[config.mk]
export PLATFORM = sky130hd
export DESIGN_NAME = rgarb_top
export DESIGN_NICKNAME = d
export VERILOG_FILES = /design/src/rtl/rgarb_pkg.sv /design/src/rtl/rgarb_sampler.sv /design/src/rtl/rgarb_pick.sv /design/src/rtl/rgarb_ctrl.sv /design/src/rtl/rgarb_top.sv
export SDC_FILE = /design/constraint.sdc
export NUM_CORES = 1
export LEC_CHECK = 0
export BUFFER_PORTS_ARGS = -buffer_cell sky130_fd_sc_hd__buf_2
export CAP_MARGIN = 20
export CORE_AREA = 2 2 39 41
export DETAILED_ROUTE_END_ITERATION = 10
export DIE_AREA = 0 0 41 43
export PLACE_DENSITY_LB_ADDON = 0.25
export SETUP_SLACK_MARGIN = 0.2
export SLEW_MARGIN = 20
export SYNTH_ARGS = -nofsm -noshare
export SYNTH_HDL_FRONTEND = slang
export SYNTH_HIERARCHICAL = 1
export SYNTH_SLANG_ARGS = --single-unit
[constraint.sdc]
create_clock -name clk -period 3.35 [get_ports clk]
set_input_delay 0.67 -clock clk [delete_from_list [all_inputs] [get_ports clk]]
set_output_delay 0.67 -clock clk [all_outputs]
set_load 0.01 [all_outputs]
[src/rtl/rgarb_pkg.sv]
package rgarb_pkg;

    // Bus-cycle state as reported by the sequencer
    typedef enum logic [2:0] {
        PH_IDLE = 3'd0,
        PH_T1   = 3'd1,
        PH_T2   = 3'd2,
        PH_T3   = 3'd3,
        PH_TW   = 3'd4,
        PH_T4   = 3'd5
    } bus_phase_e;

    localparam int PHASE_W = 3;

    // Ownership of the local bus
    typedef enum logic {
        CTL_FREE = 1'b0,
        CTL_LENT = 1'b1
    } ctl_state_e;

    // A grant may leave only at a cycle boundary (T4, next T1) or when idle,
    // and never inside a locked sequence.
    function automatic logic grant_window(input logic [PHASE_W-1:0] ph,
                                          input logic lk);
        return !lk && (ph == PH_IDLE || ph == PH_T1 || ph == PH_T4);
    endfunction

endpackage

[src/rtl/rgarb_sampler.sv]
module rgarb_sampler #(
    parameter int NUM_CH = 2
) (
    input  logic              clk,
    input  logic              rst,
    input  logic [NUM_CH-1:0] line_i,
    input  logic [NUM_CH-1:0] mask_i,
    input  logic [NUM_CH-1:0] clr_i,
    output logic [NUM_CH-1:0] pend_o
);

    // One pending latch per line; a low that is not masked is a request.
    for (genvar g = 0; g < NUM_CH; g++) begin : g_ch
        logic pend_q;
        always_ff @(posedge clk) begin
            if (rst) begin
                pend_q <= 1'b0;
            end else if (!line_i[g] && !mask_i[g]) begin
                pend_q <= 1'b1;
            end else if (clr_i[g]) begin
                pend_q <= 1'b0;
            end
        end
        assign pend_o[g] = pend_q;
    end

endmodule

[src/rtl/rgarb_pick.sv]
module rgarb_pick #(
    parameter int NUM_CH = 2,
    parameter int IDX_W  = 1
) (
    input  logic [NUM_CH-1:0] pend_i,
    output logic              any_o,
    output logic [IDX_W-1:0]  win_idx_o,
    output logic [NUM_CH-1:0] win_oh_o
);

    // Fixed priority: the lowest index wins.
    always_comb begin
        win_idx_o = '0;
        win_oh_o  = '0;
        for (int i = NUM_CH - 1; i >= 0; i--) begin
            if (pend_i[i]) begin
                win_idx_o = IDX_W'(i);
                win_oh_o  = NUM_CH'(1) << i;
            end
        end
    end

    assign any_o = |pend_i;

endmodule

[src/rtl/rgarb_ctrl.sv]
module rgarb_ctrl
    import rgarb_pkg::*;
#(
    parameter int NUM_CH = 2,
    parameter int IDX_W  = 1
) (
    input  logic               clk,
    input  logic               rst,
    input  logic [PHASE_W-1:0] phase_i,
    input  logic               lock_i,
    input  logic [NUM_CH-1:0]  line_i,
    input  logic               any_i,
    input  logic [IDX_W-1:0]   win_idx_i,
    input  logic [NUM_CH-1:0]  win_oh_i,
    output logic [NUM_CH-1:0]  drive_o,
    output logic [NUM_CH-1:0]  mask_o,
    output logic [NUM_CH-1:0]  clr_o,
    output logic               floated_o,
    output logic [IDX_W-1:0]   owner_o
);

    ctl_state_e       state_q;
    logic [IDX_W-1:0] owner_q;
    logic             grant;
    logic             release_seen;
    logic [NUM_CH-1:0] owner_oh;

    assign grant        = (state_q == CTL_FREE) && any_i && grant_window(phase_i, lock_i);
    assign owner_oh     = NUM_CH'(1) << owner_q;
    assign release_seen = (state_q == CTL_LENT) && !line_i[owner_q];

    assign drive_o = grant ? win_oh_i : '0;
    assign clr_o   = drive_o;
    // Lows caused by our own pulse, or by the owner, are not requests.
    assign mask_o  = (state_q == CTL_LENT) ? owner_oh : drive_o;

    always_ff @(posedge clk) begin
        if (rst) begin
            state_q <= CTL_FREE;
            owner_q <= '0;
        end else begin
            case (state_q)
                CTL_FREE: if (grant) begin
                    state_q <= CTL_LENT;
                    owner_q <= win_idx_i;
                end
                CTL_LENT: if (release_seen) begin
                    state_q <= CTL_FREE;
                end
                default: state_q <= CTL_FREE;
            endcase
        end
    end

    assign floated_o = (state_q == CTL_LENT);
    assign owner_o   = owner_q;

endmodule

[src/rtl/rgarb_top.sv]
module rgarb_top
    import rgarb_pkg::*;
#(
    parameter  int NUM_CH = 2,
    localparam int IDX_W  = (NUM_CH > 1) ? $clog2(NUM_CH) : 1
) (
    input  logic               clk,
    input  logic               rst,
    input  logic [PHASE_W-1:0] phase_i,
    input  logic               lock_i,
    input  logic [NUM_CH-1:0]  rg_line_i,
    output logic [NUM_CH-1:0]  rg_drive_o,
    output logic               floated_o,
    output logic [IDX_W-1:0]   owner_o
);

    logic [NUM_CH-1:0] pend;
    logic [NUM_CH-1:0] mask;
    logic [NUM_CH-1:0] clr;
    logic [NUM_CH-1:0] win_oh;
    logic [IDX_W-1:0]  win_idx;
    logic              any_pend;

    rgarb_sampler #(.NUM_CH(NUM_CH)) u_samp (
        .clk    (clk),
        .rst    (rst),
        .line_i (rg_line_i),
        .mask_i (mask),
        .clr_i  (clr),
        .pend_o (pend)
    );

    rgarb_pick #(.NUM_CH(NUM_CH), .IDX_W(IDX_W)) u_pick (
        .pend_i    (pend),
        .any_o     (any_pend),
        .win_idx_o (win_idx),
        .win_oh_o  (win_oh)
    );

    rgarb_ctrl #(.NUM_CH(NUM_CH), .IDX_W(IDX_W)) u_ctrl (
        .clk       (clk),
        .rst       (rst),
        .phase_i   (phase_i),
        .lock_i    (lock_i),
        .line_i    (rg_line_i),
        .any_i     (any_pend),
        .win_idx_i (win_idx),
        .win_oh_i  (win_oh),
        .drive_o   (rg_drive_o),
        .mask_o    (mask),
        .clr_o     (clr),
        .floated_o (floated_o),
        .owner_o   (owner_o)
    );

endmodule

**After elaboration in Yosys (flattened, before gate mapping)**

Index checks and enable logic that the tools add are counted.

- Logic and storage cells: 43
- Bits of input ports: 8
- Bits in registers: 4
- Output and inout port bits: 4

- Order comparisons: 1
- Equal/unequal tests: 2
- Bitwise operators: 1
- Shift-type cells: 1
- Reduce and logical (&&, ||, !) cells: 19
- Muxes and demuxes: 15

Operator list:

| kind | count |
|---|---|
| $mux W1 | 10 |
| $mux W2 | 4 |
| $logic_and A1 B1 Y1 | 6 |
| $logic_not A1 Y1 | 6 |
| $reduce_bool A2 Y1 | 2 |
| $eq A3 B1 Y1 const B | 1 |
| $eq A3 B3 Y1 const B | 1 |
| $logic_not A3 Y1 | 1 |
| $logic_or A1 B1 Y1 | 2 |
| $lt A1 B2 Y1 const B | 1 |
| $pmux W1 S2 | 1 |
| $reduce_and A2 Y1 | 1 |
| $reduce_or A2 Y1 | 1 |
| $shl A1 B1 Y2 const A | 1 |
| $not A1 Y1 | 1 |

**Depth between registers and ports, before layout**

Gate-level depths: netlist of the first run.

- Depth in word-level cells: 10
- Gate-level depth with buffers: 7
- Mapped depth without buffers: 6

**Modules after synthesis**

The synthesis of the first run kept the hierarchy.

By module, submodules not included:

| module | sequential area each (um^2) | times used | area each (um^2) | cells an instance |
|---|---|---|---|---|
| rgarb_ctrl | 40.0 | 1 | 171.4 | 18 |
| rgarb_sampler | 40.0 | 1 | 97.6 | 10 |
| rgarb_pick | 0.0 | 1 | 27.5 | 4 |

**Worst setup path after synthesis of the first run**

No wires, ideal clock.

- Path type: input -> output
- Start point: input phase_i[1]
- End point: output rg_drive_o[0]
- Slack: 1064 ps
- Buffers on the path: 1
- Arrival: 1616 ps
- Required time: 2680 ps
- Stages: 4
- Cells stage by stage: or4b_4 a21oi_4 and2_1 buf_4

- Cells in the longest elaborated chain, start to end: 6
- Elaborated cells between the ends (all ways): 8
- Those cells by class: eq/ne: 2; mux: 1; reduce/logical: 5

RTL lines:

| item | RTL line | source |
|---|---|---|
| from (decl) | rgarb_top.sv:9 | `input logic [PHASE_W-1:0] phase_i,` |
| $eq A3 B1 Y1 or $logic_not A3 Y1 (tied branches) | rgarb_pkg.sv:25 | `return !lk && (ph == PH_IDLE \|\| ph == PH_T1 \|\| ph == PH_T4);` |
| $logic_or A1 B1 Y1 | rgarb_pkg.sv:25 |  |
| $logic_or A1 B1 Y1 * | rgarb_pkg.sv:25 |  |
| $logic_and A1 B1 Y1 * | rgarb_pkg.sv:25 |  |
| $logic_and A1 B1 Y1 * | rgarb_ctrl.sv:28 | `assign grant = (state_q == CTL_FREE) && any_i && grant_window(phase_i, lock_i);` |
| $mux W2 * | rgarb_ctrl.sv:32 | `assign drive_o = grant ? win_oh_i : '0;` |
| to (decl) | rgarb_top.sv:12 | `output logic [NUM_CH-1:0] rg_drive_o,` |

Mark *: on every way between the ends. The rest lies on a longest branch, timed or not.

**Worst setup path after layout of the first run**

Same ends and word-level chain as after synthesis.

==> results of run 1 <==
cells by family after synthesis:
family          Yosys count  synth area share [%]
simple gates             12                  27.8
buf+inv                   8                  17.7
compound gates            6                  20.7
flops                     4                  27.0
mux                       2                  6.75
per-layer routing:
metal | vias up | global-route usage [%] | routed length [µm] | share of wire (%)
met5 | - | 0 | 0 | 0
met4 | 0 | 6.00 | 8 | 1.5
met3 | 2 | 9.42 | 74 | 14
met2 | 13 | 9.06 | 200 | 38
met1 | 96 | 8.68 | 243 | 46
li1 | 117 | - | - | -
synthesized netlist by cell type, drive strengths merged:
cell / count / area (µm²)
inv: 2 / 7.51
dfxtp: 4 / 80.1
nand2b: 4 / 25.0
and2: 2 / 12.5
or2: 3 / 18.8
buf: 6 / 45.0
a21oi: 3 / 33.8
a22o: 2 / 17.5
nor2b: 2 / 12.5
or4b: 1 / 13.8
mux2i: 2 / 20.0
o21ba: 1 / 10.0
layout make-up:
cell class / count / area (µm²) / share of cell area (%)
well taps: 16 / 20.0 / 5.73
flip-flops and latches: 4 / 80.1 / 22.9
multi-input cells: 20 / 164 / 47.0
inverters: 2 / 7.51 / 2.15
clock buffers: 3 / 22.5 / 6.45
repair buffers: 11 / 55.1 / 15.8
report_power, final:
part | leakage, µW | switching [µW] | internal, µW
clock network | 0.0000138 | 19.1 | 40.0
logic | 0.000116 | 9.38 | 11.7
registers | 0.0000330 | 2.69 | 50.7
total | 0.000163 | 31.2 | 102
metrics by stage:
stage          cells  area [µm²]  utilization, %
3_3_place_gp      53         327            23.6
3_5_place_dp      53         327            23.6
2_1_floorplan     32         297               -
4_1_cts           56         349            25.2
6_report          56         349            25.2
5_1_grt           56         349            25.2
cells in the final DEF (no fill, tap or decap):
| cell type | synthesis | routed |
|---|---|---|
| nand2b_1 | 4 | 4 |
| mux2i_1 | 2 | 2 |
| a21oi_4 | 1 | 1 |
| a21oi_2 | 2 | 2 |
| o21ba_1 | 1 | 1 |
| a22o_1 | 2 | 2 |
| clkbuf_4 | 0 | 3 |
| or4b_4 | 1 | 1 |
| or2_1 | 3 | 3 |
| dfxtp_1 | 4 | 4 |
| buf_2 | 0 | 11 |
| nor2b_1 | 2 | 2 |
| and2_1 | 2 | 2 |
| inv_1 | 2 | 2 |
flip-flops by register name (all words and copies together), names as in the netlist:
name	flops
u_ctrl/floated_o	1
u_ctrl/owner_o	1
u_samp/g_ch.pend_q	2
worst max-delay path, stage by stage:
cell,delay [ps]
buf_2,100
or4b_4,520
a21oi_4,210
and2_1,170
buf_2,130
worst max path at each step:
stage	slack, ps	depth (start not counted)	startpoint	endpoint
floorplan	1060	4	phase_i[1]	rg_drive_o[0]
global placement	870	5	phase_i[1]	rg_drive_o[0]
detailed placement	870	5	phase_i[1]	rg_drive_o[0]
CTS	860	5	phase_i[1]	rg_drive_o[0]
global route	820	5	phase_i[1]	rg_drive_o[0]
finish	890	5	phase_i[1]	rg_drive_o[0]
==> results by group, run 1 <==
Run status
  • Status: completed

Floorplan
  • Core footprint: ~0.0014 mm²
  • Total die area: between 0.0015 and 0.002 mm²
  • Initial Util: between 20% and 30%
  • I/O pins: 12
  • Rows: 14
  • Die boundary width: roughly 41 µm
  • Chip Height: between 40 and 50 µm

Clock tree
  • Sink Count: 4
  • Clk Latency, worst-skew pair: roughly 240 ps
  • Postcts setup bufs: 0
  • CTS root buf: clkbuf_4
  • CTS max path bufs: 2
  • Total CTS buffers: 3
  • Post-CTS Hold Buffers: 0
  • Post-cts resize count: 0
  • CTS tree: built
  • Reg clk slew, reported paths: around 40 ps
  • H-tree Lvls: 1

Setup path
  • Worst reg2reg path startpoint: u_samp/g_ch[0].pend_q$_SDFFE_PP0P_
  • Worst Setup End Kind: output pin
  • R2R Path End: u_samp/g_ch[0].pend_q$_SDFFE_PP0P_
  • Worst setup SP type: primary input
  • Critical Path AT: roughly 1800 ps
  • WP data required: about 2700 ps
  • Reg2Reg Depth: 6
  • Flop-to-flop setup slack: about 1800 ps
  • CP Class: primary input to output pin
  • CP Max Fanout: 6

Place
  • DP HPWL: 409 µm
  • IO Port Bufs: 11
  • Setup WS pre-CTS: approximately 870 ps
  • Final Wtd Congestion: around 0.64

Detailed routing
  • Residual DRC: 0
  • Vias: ~230
  • Initial DRT Pass Iterations: 2
  • Iter 0 DRT Violations: 1
  • Final wirelength: 526 µm
  • Via-to-Cell Ratio: around 4
  • DR WL/cell: approximately 9.4 µm
  • Post-route ant nets: 0

Finish
  • # diodes: 0
  • Fill cells: approximately 150
  • Layout area overhead: 17.7%
  • Nets@finish: 50
  • Layout cells sized above 1: 45.0%

Worst hold path
  • Worst hold stages: 2
  • Class of the worst hold path: flip-flop to flip-flop
  • WHS Endpoint: u_samp/g_ch[1].pend_q$_SDFFE_PP0P_
  • Hold_sp: u_samp/g_ch[1].pend_q$_SDFFE_PP0P_

Yosys
  • Post-synthesis instance area: around 300 µm²
  • Cell variety after synth: 13
  • Post-Syn Instances: 32
  • Syn avg cell area: ~9.3 µm²
  • Syn Nets: 40
  • Post-synthesis sequential area ratio: between 20% and 30%
  • Synth warnings: 6
  • Flops & latches, synth: 4

Timing
  • Fmax: about 410 MHz
  • Period utilization: 73.6%
  • RSZ-0062 raised after global routing: no
  • Final Skew: between 3 and 4 ps
  • Final hold vios: 0
  • Final setup violation count: 0
  • Worst Max-Slew Pin Slew: roughly 210 ps
  • Min Tclk post-route: approximately 2500 ps
  • Worst slew margin: 85.9%
  • Max-slew violations: 0
  • Hold Slack: slightly below 500 ps
  • Setup TNS: 0 ps
  • Setup WS post-layout: between 800 and 900 ps

Flow run
  • Number of max-cap violations: 0

Power and ir drop
  • Pwr Total: 134 µW
  • Pwr Density: roughly 380 mW/mm²
  • Max IR drop VDD: roughly 0.00018 V
  • Total leakage power: around 0.00016 µW

GRT
  • Initial antenna violation count: 0
  • First-pass GRT wire length: around 800 µm
  • GR Util All Layers: about 8.3%
  • Global route total overflow: 0
  • Largest net degree at the start of global routing: 7
  • Vias in the first global route: between 200 and 250
Power figures use the tool's default switching activity.
==> run 2: changes to the inputs <==
--- a/config.mk
+++ b/config.mk
@@ -5,6 +5,7 @@
 export SDC_FILE = /design/constraint.sdc
 export NUM_CORES = 1
 export LEC_CHECK = 0
+export ABC_AREA = 1
 export BUFFER_PORTS_ARGS = -buffer_cell sky130_fd_sc_hd__buf_2
 export CAP_MARGIN = 20
 export CORE_AREA = 2 2 39 41
==> constraint.sdc (replaced) <==
create_clock -name clk -period 2.1 [get_ports clk]
set_input_delay 0.42 -clock clk [delete_from_list [all_inputs] [get_ports clk]]
set_output_delay 0.42 -clock clk [all_outputs]
set_load 0.01 [all_outputs]
==> run 2 against run 1 <==
  * Global-route usage decreased by 0.70 points
  * Setup slack got worse by 450 ps
  * Total power increased by 61%
  * Hold slack got worse by 99 ps
  * Clock skew decreased by 2.2 ps
  * Design area decreased by 1.1%
  * Sequential power increased by 60%
  * Clock power increased by 57%
  * Critical path type is now flip-flop to output pin
==> results by group, run 2 <==
Yosys
  • Ranking of synthesized cells by area: dfxtp_1 27%, inv_1 19%, buf_4 15%
  • Syn Nets: 58
  • Post-Syn Instances: 50
  • Syn avg cell area: roughly 5.9 µm²
  • Post-synthesis instance area: ~290 µm²
  • Most frequent cell after synthesis: inv_1
  • Compound-cell area share of the yosys netlist: 9.40%
  • Adder-cell area share of the yosys netlist: 0%
  • Cell variety after synth: 9
  • Largest family of logic cells by synthesized area: buffers and inverters
  • Post-synthesis sequential area ratio: ~27%
  • Number of synthesized flops with an enable pin: 0
  • Main synth FF type: dfxtp_1
  • Synth top cells by count: 15 x inv_1, 12 x nand2_1, 6 x buf_4, 6 x nor2_1, 4 x dfxtp_1
  • Post-synth top area share: 27.4%
  • Post-synthesis xor/xnor area fraction: 0%
  • Flops & latches, synth: 4
  • Synth Area in Simple Gates: roughly 29%
  • Leading area contributor after synthesis: dfxtp_1
  • Multiplexer area fraction after synthesis: 0%
  • Synth warnings: 6
  • Ys async rst share: 0%

Worst hold path
  • Worst hold stages: 2
  • Class of the worst hold path: primary input to flip-flop

Timing
  • Setup TNS: 0 ps
  • RSZ-0062 raised after global routing: no
  • Min Tclk post-route: 1660 ps
  • Period utilization: 79.1%
  • Final Skew: about 1.5 ps
  • Final hold vios: 0
  • Max-slew violations: 0
  • Fmax: between 600 and 700 MHz
  • Final setup violation count: 0
  • Worst slew margin: around nine tenths
  • Worst Max-Slew Pin Slew: 145 ps

Setup path
  • Worst Setup End Kind: output pin
  • CP Class: flip-flop to output pin
  • WP data required: 1680 ps
  • CP Max Fanout: 7
  • Reg2Reg Depth: 9
  • Worst setup SP type: flip-flop
  • Critical Path AT: ~1200 ps

Power and ir drop
  • Max IR drop VDD: roughly 0.00017 V
  • Pwr Density: ~620 mW/mm²
  • Total leakage power: between 0.0002 and 0.00025 µW
  • Pwr Total: 215 µW

Detailed routing
  • Residual DRC: 0
  • Final wirelength: 514 µm
  • DR WL/cell: ~7 µm
  • Via-to-Cell Ratio: around 3.7
  • Post-route ant nets: 0
  • Initial DRT Pass Iterations: 4
  • Iter 0 DRT Violations: 4
  • Vias: ~280

Floorplan
  • Initial Util: a little over a fifth
  • Die boundary width: between 40 and 50 µm
  • I/O pins: 12
  • Rows: 14
  • Chip Height: 43 µm
  • Total die area: approximately 0.0018 mm²
  • Core footprint: roughly 0.0014 mm²

Clock tree
  • Post-CTS Hold Buffers: 0
  • Reg clk slew, reported paths: roughly 40 ps
  • CTS tree: built
  • Total CTS buffers: 3
  • CTS root buf: clkbuf_4
  • Postcts setup bufs: 0
  • Sink Count: 4
  • H-tree Lvls: 1
  • Post-cts resize count: 0
  • Clk Latency, worst-skew pair: roughly 230 ps
  • CTS max path bufs: 2

Place
  • DP HPWL: roughly 450 µm
  • Final Wtd Congestion: between 0.7 and 0.8
  • IO Port Bufs: 11

Finish
  • Commonest non-fill, non-tap cells in the layout: 15 x inv_1, 12 x nand2_1, 11 x buf_2
  • # diodes: 0
  • Layout area overhead: 17.9%
  • Nets@finish: 68
  • Most flops, register: u_samp/g_ch.pend_q
  • Commonest non-fill, non-tap cell in the layout: inv_1
  • Largest register FFs: 2
  • Layout cells sized above 1: between 20 and 30%
  • Fill cells: between 150 and 200

Flow run
  • Number of max-cap violations: 0

GRT
  • Largest net degree at the start of global routing: 8
  • First-pass GRT wire length: 883 µm
  • Global route total overflow: 0
  • GR Util All Layers: 7.63%
  • Vias in the first global route: between 200 and 300
  • Initial antenna violation count: 0

Run status
  • Status: completed
==> run 2: cell types whose count changed after synthesis, moves of 3 or more <==
cell and delta:
inv_1 +13, nand2_1 +12, nor2_1 +6, nand2b_1 -4, a21oi_1 +3, or2_1 -3
==> run 2: worst paths after layout <==
path / to / slack (ps) / startpoint
worst max-delay path: rg_drive_o[0] / 440 / u_samp/g_ch[0].pend_q$_SDFFE_PP0P_
worst min-delay path: u_samp/g_ch[1].pend_q$_SDFFE_PP0P_ / 390 / rst
worst max register to register: u_samp/g_ch[0].pend_q$_SDFFE_PP0P_ / 970 / u_samp/g_ch[0].pend_q$_SDFFE_PP0P_
worst min register to register: u_samp/g_ch[1].pend_q$_SDFFE_PP0P_ / 460 / u_samp/g_ch[1].pend_q$_SDFFE_PP0P_
==> run 2: metal layers <==
layer / track usage (%) / part of all wire, % / up-vias
met5: 0 / 0 / -
met4: 8.00 / 0 / 0
met3: 1.57 / 7.0 / 0
met2: 11.9 / 50 / 8
met1: 7.40 / 43 / 112
li1: - / - / 155
==> run 2: final cells by class <==
type / instances / area (µm²) / share of cell area, %
sequential: 4 / 80.1 / 23.2
multi-input combinational: 25 / 111 / 32.2
timing repair buffer: 11 / 55.1 / 15.9
clock buffer: 3 / 22.5 / 6.52
inverter: 15 / 56.3 / 16.3
tap: 16 / 20.0 / 5.80
==> run 2: metrics by stage <==
stage	hold WS (ps)	instances	utilization [%]	cell area, µm²	setup slack, ps
after floorplan	438	50	-	293	706
after global placement	456	71	23.3	323	573
after detailed placement	458	71	23.3	323	577
after CTS	385	74	25.0	345	398
after global routing	390	74	25.0	345	304
final	391	74	25.0	345	440
==> run 2: critical path: stages, from the launching register on <==
cell and delay [ps]:
dfxtp_1 350, inv_1 50, nand2_1 50, inv_1 40
nor2_2 80, nand3_2 130, nor2_1 160, buf_2 150
==> run 2: logic make-up (layout without fill, tap and decap cells) <==
kind of cell,count (synthesis),count (layout)
buf+inv,21,29
simple gates,20,20
compound gates,5,5
flops,4,4
==> run 2: power by group <==
group | switching [µW] | internal, µW | leakage, µW
Combinational | 20.4 | 16.2 | 0.000154
Clock | 29.2 | 63.8 | 0.0000138
Sequential | 3.98 | 81.6 | 0.0000331
Total | 53.5 | 162 | 0.000201
